$ cat config.mk
export PLATFORM = sky130hd
export DESIGN_NAME = udst_top
export DESIGN_NICKNAME = d
export VERILOG_FILES = /design/src/rtl/udst_pkg.sv /design/src/rtl/udst_timing_bank.sv /design/src/rtl/udst_strobe_gen.sv /design/src/rtl/udst_pause_timer.sv /design/src/rtl/udst_top.sv
export SDC_FILE = /design/constraint.sdc
export NUM_CORES = 1
export LEC_CHECK = 0
export CAP_MARGIN = 40
export CORE_UTILIZATION = 40
export CTS_BUF_LIST = sky130_fd_sc_hd__clkbuf_2 sky130_fd_sc_hd__clkbuf_4 sky130_fd_sc_hd__clkbuf_8
export DETAILED_ROUTE_END_ITERATION = 12
export GPL_TIMING_DRIVEN = 0
export PLACE_DENSITY = 0.59
export REMOVE_ABC_BUFFERS = 1
export SETUP_SLACK_MARGIN = 0.3
export SKIP_LAST_GASP = 1
export SLEW_MARGIN = 20
export SYNTH_ARGS = -nofsm -noshare
export SYNTH_HDL_FRONTEND = slang
export SYNTH_HIERARCHICAL = 1
export SYNTH_SLANG_ARGS = --single-unit
$ cat constraint.sdc
create_clock -name clk -period 3.7 [get_ports clk]
set_clock_uncertainty 0.1 [all_clocks]
set_input_delay 0.37 -clock clk [delete_from_list [all_inputs] [get_ports clk]]
set_output_delay 0.37 -clock clk [all_outputs]
set_load 0.01 [all_outputs]
$ cat src/rtl/udst_pkg.sv
package udst_pkg;

   typedef enum logic [1:0] {
      ST_IDLE  = 2'd0,
      ST_WRITE = 2'd1,
      ST_READ  = 2'd2,
      ST_HALT  = 2'd3
   } burst_state_t;

endpackage

$ cat src/rtl/udst_timing_bank.sv
module udst_timing_bank #(
   parameter int NUM_DRIVES = 2,
   parameter int CNT_W      = 4,
   parameter int SEL_W      = 1
) (
   input  logic             clk,
   input  logic             rst_n,
   input  logic             wr_en,
   input  logic [SEL_W-1:0] wr_sel,
   input  logic [CNT_W-1:0] wr_cycle,
   input  logic [CNT_W-1:0] wr_pause,
   input  logic [SEL_W-1:0] rd_sel,
   output logic [CNT_W-1:0] cycle_eff,
   output logic [CNT_W-1:0] pause_eff
);

   localparam int ALL_W = NUM_DRIVES * CNT_W;

   logic [ALL_W-1:0] cycle_all;
   logic [ALL_W-1:0] pause_all;
   logic [CNT_W-1:0] cycle_raw;
   logic [CNT_W-1:0] pause_raw;

   for (genvar d = 0; d < NUM_DRIVES; d++) begin : g_drv
      logic [CNT_W-1:0] cycle_r;
      logic [CNT_W-1:0] pause_r;

      always_ff @(posedge clk or negedge rst_n) begin
         if (!rst_n) begin
            cycle_r <= '0;
            pause_r <= '0;
         end else if (wr_en && (wr_sel == SEL_W'(d))) begin
            cycle_r <= wr_cycle;
            pause_r <= wr_pause;
         end
      end

      assign cycle_all[d*CNT_W +: CNT_W] = cycle_r;
      assign pause_all[d*CNT_W +: CNT_W] = pause_r;
   end

   always_comb begin
      cycle_raw = '0;
      pause_raw = '0;
      for (int d = 0; d < NUM_DRIVES; d++) begin
         if (rd_sel == SEL_W'(d)) begin
            cycle_raw = cycle_all[d*CNT_W +: CNT_W];
            pause_raw = pause_all[d*CNT_W +: CNT_W];
         end
      end
   end

   assign cycle_eff = (cycle_raw == '0) ? CNT_W'(1) : cycle_raw;
   assign pause_eff = (pause_raw == '0) ? CNT_W'(1) : pause_raw;

endmodule

$ cat src/rtl/udst_strobe_gen.sv
module udst_strobe_gen #(
   parameter int CNT_W = 4
) (
   input  logic             clk,
   input  logic             rst_n,
   input  logic             go_idle,
   input  logic             run,
   input  logic [CNT_W-1:0] limit,
   output logic             tick,
   output logic             strobe
);

   logic [CNT_W-1:0] cnt_q;

   assign tick = run && (cnt_q >= (limit - CNT_W'(1)));

   always_ff @(posedge clk or negedge rst_n) begin
      if (!rst_n) begin
         cnt_q  <= '0;
         strobe <= 1'b1;
      end else if (go_idle) begin
         cnt_q  <= '0;
         strobe <= 1'b1;
      end else if (run) begin
         if (tick) begin
            cnt_q  <= '0;
            strobe <= ~strobe;
         end else begin
            cnt_q  <= cnt_q + CNT_W'(1);
         end
      end
   end

endmodule

$ cat src/rtl/udst_pause_timer.sv
module udst_pause_timer #(
   parameter int CNT_W = 4
) (
   input  logic             clk,
   input  logic             rst_n,
   input  logic             clr,
   input  logic             active,
   input  logic             pause_req,
   input  logic             dev_ready,
   input  logic [CNT_W-1:0] limit,
   output logic             expire
);

   logic             armed_q;
   logic             pending;
   logic [CNT_W-1:0] wait_q;

   assign pending = armed_q || pause_req;
   assign expire  = active && pending && !dev_ready &&
                    (wait_q >= (limit - CNT_W'(1)));

   always_ff @(posedge clk or negedge rst_n) begin
      if (!rst_n) begin
         armed_q <= 1'b0;
         wait_q  <= '0;
      end else if (clr) begin
         armed_q <= 1'b0;
         wait_q  <= '0;
      end else if (active && pending) begin
         armed_q <= 1'b1;
         if (dev_ready) begin
            wait_q <= '0;
         end else if (!expire) begin
            wait_q <= wait_q + CNT_W'(1);
         end
      end
   end

endmodule

$ cat src/rtl/udst_top.sv
module udst_top
   import udst_pkg::*;
#(
   parameter int NUM_DRIVES = 2,
   parameter int CNT_W      = 4,
   parameter int SEL_W      = (NUM_DRIVES > 1) ? $clog2(NUM_DRIVES) : 1
) (
   input  logic             clk,
   input  logic             rst_n,
   input  logic             cfg_we,
   input  logic [SEL_W-1:0] cfg_sel,
   input  logic [CNT_W-1:0] cfg_cycle,
   input  logic [CNT_W-1:0] cfg_pause,
   input  logic [SEL_W-1:0] drive_sel,
   input  logic             burst_start,
   input  logic             burst_write,
   input  logic             data_ok,
   input  logic             dev_ready,
   input  logic             pause_req,
   output logic             host_strobe,
   output logic             stop,
   output logic             data_adv,
   output logic             busy
);

   if (CNT_W < 2) begin : g_bad_cnt
      $error("udst_top: CNT_W must be at least 2");
   end
   if (NUM_DRIVES < 1) begin : g_bad_drv
      $error("udst_top: NUM_DRIVES must be at least 1");
   end
   if ((1 << SEL_W) < NUM_DRIVES) begin : g_bad_sel
      $error("udst_top: SEL_W too narrow for NUM_DRIVES");
   end

   burst_state_t     state_q;
   burst_state_t     state_d;
   logic [SEL_W-1:0] drv_q;
   logic [CNT_W-1:0] cycle_eff;
   logic [CNT_W-1:0] pause_eff;
   logic             wr_run;
   logic             rd_active;
   logic             expire;
   logic             go_idle;

   udst_timing_bank #(
      .NUM_DRIVES (NUM_DRIVES),
      .CNT_W      (CNT_W),
      .SEL_W      (SEL_W)
   ) u_bank (
      .clk       (clk),
      .rst_n     (rst_n),
      .wr_en     (cfg_we),
      .wr_sel    (cfg_sel),
      .wr_cycle  (cfg_cycle),
      .wr_pause  (cfg_pause),
      .rd_sel    (drv_q),
      .cycle_eff (cycle_eff),
      .pause_eff (pause_eff)
   );

   assign wr_run    = (state_q == ST_WRITE) && burst_start && !pause_req &&
                      data_ok && dev_ready;
   assign rd_active = (state_q == ST_READ) && burst_start;
   assign go_idle   = (state_q == ST_IDLE) || !burst_start;

   udst_strobe_gen #(
      .CNT_W (CNT_W)
   ) u_strobe (
      .clk     (clk),
      .rst_n   (rst_n),
      .go_idle (go_idle),
      .run     (wr_run),
      .limit   (cycle_eff),
      .tick    (data_adv),
      .strobe  (host_strobe)
   );

   udst_pause_timer #(
      .CNT_W (CNT_W)
   ) u_pause (
      .clk       (clk),
      .rst_n     (rst_n),
      .clr       (state_q != ST_READ),
      .active    (rd_active),
      .pause_req (pause_req),
      .dev_ready (dev_ready),
      .limit     (pause_eff),
      .expire    (expire)
   );

   always_comb begin
      state_d = state_q;
      unique case (state_q)
         ST_IDLE: begin
            if (burst_start) begin
               state_d = burst_write ? ST_WRITE : ST_READ;
            end
         end
         ST_WRITE: begin
            if (!burst_start)   state_d = ST_IDLE;
            else if (pause_req) state_d = ST_HALT;
         end
         ST_READ: begin
            if (!burst_start) state_d = ST_IDLE;
            else if (expire)  state_d = ST_HALT;
         end
         ST_HALT: begin
            if (!burst_start) state_d = ST_IDLE;
         end
         default: state_d = ST_IDLE;
      endcase
   end

   always_ff @(posedge clk or negedge rst_n) begin
      if (!rst_n) begin
         state_q <= ST_IDLE;
         drv_q   <= '0;
      end else begin
         state_q <= state_d;
         if ((state_q == ST_IDLE) && burst_start) begin
            drv_q <= drive_sel;
         end
      end
   end

   assign busy = (state_q != ST_IDLE);
   assign stop = (state_q == ST_HALT);

endmodule


==> reports/metrics.cfg <==
[status]
status = finished, violations left
failed_checks = DRC

[final_layout]
antennaDiodeCount = 0
drive_gt1_share_pct = 30.9
nFillCells = 402
seqCellArea_um2 = 728
area_delta_synth_final_pct = 27.1
nets = 241
final_area_um2 = 2390
fin_cells = 259
multi_input_area_um2 = 1140
fin_util_pct = 53.8

[drt]
first_pass_iters = 8
wl_per_cell_um = 14.9
wirelength_mm = 3.85
drc = 2
num_vias = 1414
drtIter0Drc = 45
vias_per_cell = 5.46
final_antenna_net_count = 0

[worst_setup_path]
r2r_end = state_q[1]
cp-start-kind = flop
r2r_start = drv_q
max_stage_delay_ns = 0.43
critPathTopFamily = compound AO/OA/AOI/OAI gates
crit_slowest_cell = dfrtp_2
rrSetupSlack_ns = 0.30
critPathBufInv = 2
crit_arrival_ns = 3.47
critPathMaxFanout = 3
path_common_cell = mux2_4
r2r_cells = 14
cp_cell_sequence = buf_6 > mux2_4 > o31ai_4 > inv_2 > ha_4 > xnor2_2 > ha_1 > a21o_1 > a21oi_4 > and2_4 > nor3_2 > nand2b_4 > a41oi_4 > mux2_4
end_kind = flop
path_class = reg -> reg
worstPathRequired_ns = 3.76

[die]
ios = 22
rows = 24
die_area_um2 = 4980
die_w_um = 70.6
initial_core_util_pct = 42.3
die_h_um = 70.6
core_um2 = 4440

[clock_tree]
cts_made_buffers = 5
cts.sinks = 29
cts_tree = done
root_buffer = clkbuf_8
cts_buffer_depth = 2
htreeDepth = 2
clkTransAtPathRegs_ns = 0.06
insertion_delay_ns = 0.28

[sta]
setup_viol = 0
tightest_slew_ns = 0.752
relSlewSlack_pct = 49.7
post-route-period-util_pct = 92.0
rsz0062_at_grt = yes
setup_slack_ns = 0.296
period_minus_slack_ns = 3.40
whs_ns = 0.0264
final.setup.tns_ns = 0
timing.fmax_mhz = 294
finalMaxSlewViolations = 0
hold_viol = 0

[placed_design]
place.gp.congestion = 0.808
place_inst = 240
post-place-ws_ns = -0.149
place_area_um2 = 2130
portBuffers = 21
hpwl_mm = 2.74

[logic_synthesis]
yosysTopAreaCell = dfrtp_1
async_flop_share_pct = 100
synth-edff-count = 0
synth.distinct_cells = 45
yosys-top-cells-count = dfrtp_1, mux2_2, ha_1, inv_1, nand2_1
synth_top_cell_area_share_pct = 37.3
synth.area.top_cells = dfrtp_1, mux2_2, ha_1
synthFlopType = dfrtp_1
seq_area_frac_synth_pct = 38.7
synth_warnings = 6
syn_avg_cell_area_um2 = 11.1
yosysMostFrequentCell = dfrtp_1
postSynthCellCount = 170
ys_ff_latch = 29
syn_area_um2 = 1880

[global_routing]
grt_usage_pct = 16.9
first_global_vias = 1453
grt_first_pass_wirelength_mm = 6.57
grt_max_degree = 30
antenna_found_initial = 0
overflow = 0

[job]
maxCapViolations = 0

[pwr]
leakage_nw = 1.00
intPower_mw = 0.932
power_mw = 1.46
p_per_area_nw_per_um2 = 609
ir_worst_vdd_mv = 0.266
clockPowerShare_pct = 19.9
pwr-share-comb_pct = 53.1
p_seq_share_pct = 27.0
sw_frac_of_total_pct = 36.0
p_switching_mw = 0.523

[hold_path]
min_path_type = in -> async

==> worst register-to-register path, stage by stage, from the launching register on <==
cell	delay, ns
dfrtp_2	0.43
buf_6	0.13
mux2_4	0.32
o31ai_4	0.28
inv_2	0.08
ha_4	0.17
xnor2_2	0.13
ha_1	0.32
a21o_1	0.22
a21oi_4	0.16
and2_4	0.17
nor3_2	0.05
nand2b_4	0.17
a41oi_4	0.24
mux2_4	0.32
==> flip-flops by register name (all words and copies together) (netlist names) <==
name / flops
u_bank/g_drv.cycle_r: 8
u_bank/g_drv.pause_r: 8
u_pause/wait_q: 4
u_strobe/cnt_q: 4
state_q: 2
drv_q: 1
u_pause/armed_q: 1
u_strobe/strobe: 1
==> placed cells by master (no fill, tap or decap), types with 2 or more instances in the layout <==
master / instances
buf_6: 2
o2111ai_1: 2
a21oi_1: 3
nor2b_1: 3
nor2_1: 6
nand2b_4: 2
o211ai_1: 2
mux2i_1: 4
nand3_1: 6
clkdlybuf4s50_1: 19
and2_4: 2
o21ai_0: 2
a31oi_1: 2
mux2_4: 6
mux2_2: 18
nand2_1: 9
nor3_1: 6
nor4b_1: 2
a32oi_1: 2
dfrtp_1: 27
inv_1: 16
nand3b_1: 2
ha_1: 15
buf_4: 9
xnor2_1: 3
clkbuf_8: 7
a211oi_4: 2
==> repair_timing <==
item | 4_1_cts | 5_1_grt
pin swaps | 3 | 7
resized for setup | 7 | 13
setup buffers | 6 | 5
hold buffers | 0 | 0
endpoints found under the setup margin | 3 | 3
==> cells by family (layout without fill, tap and decap cells) <==
logic type	Yosys count	in the layout	share of synthesized area, %
AO/OA/AOI/OAI	28	28	13.6
XOR/XNOR	4	4	1.86
adder cells (fa/ha/maj)	17	17	11.3
buffers and inverters	20	57	4.46
flip-flops	29	29	38.7
multiplexers	28	28	17.3
AND/OR/NAND/NOR	44	44	12.8
==> worst max-delay path by stage <==
| stage | from | end | slack (ns) | cells past startpoint |
|---|---|---|---|---|
| finish | drv_q | state_q[1] | 0.30 | 14 |
| global route | drv_q | state_q[1] | 0.18 | 14 |
| CTS | drv_q | data_adv | 0.22 | 11 |
| detailed placement | drv_q | state_q[1] | -0.15 | 13 |
| global placement | drv_q | state_q[1] | -0.06 | 13 |
| floorplan | drv_q | state_q[1] | 0.26 | 13 |
==> per-layer routing <==
layer	track usage [%]	vias up	part of all wire, %
li1	-	685	-
met1	20.2	703	45
met2	29.0	19	51
met3	4.42	7	2.2
met4	7.33	0	1.8
met5	0	-	0
==> cell type report <==
cell class / instances / share of cell area [%]
clock inverter: 1 / 0.209
inverter: 17 / 2.67
timing repair buffer: 32 / 12.1
clock buffer: 7 / 4.03
sequential: 29 / 30.5
multi-input combinational: 121 / 47.8
tap: 52 / 2.72
==> power groups by stage <==
stage               combinational [mW]  sequential, mW  clock [mW]
floorplan                        0.464           0.400           0
global placement                 0.564           0.413           0
detailed placement               0.591           0.415           0
CTS                              0.678           0.390       0.302
global route                     0.843           0.399       0.317
finish                           0.773           0.393       0.290
(Power assumes the default switching activity.)
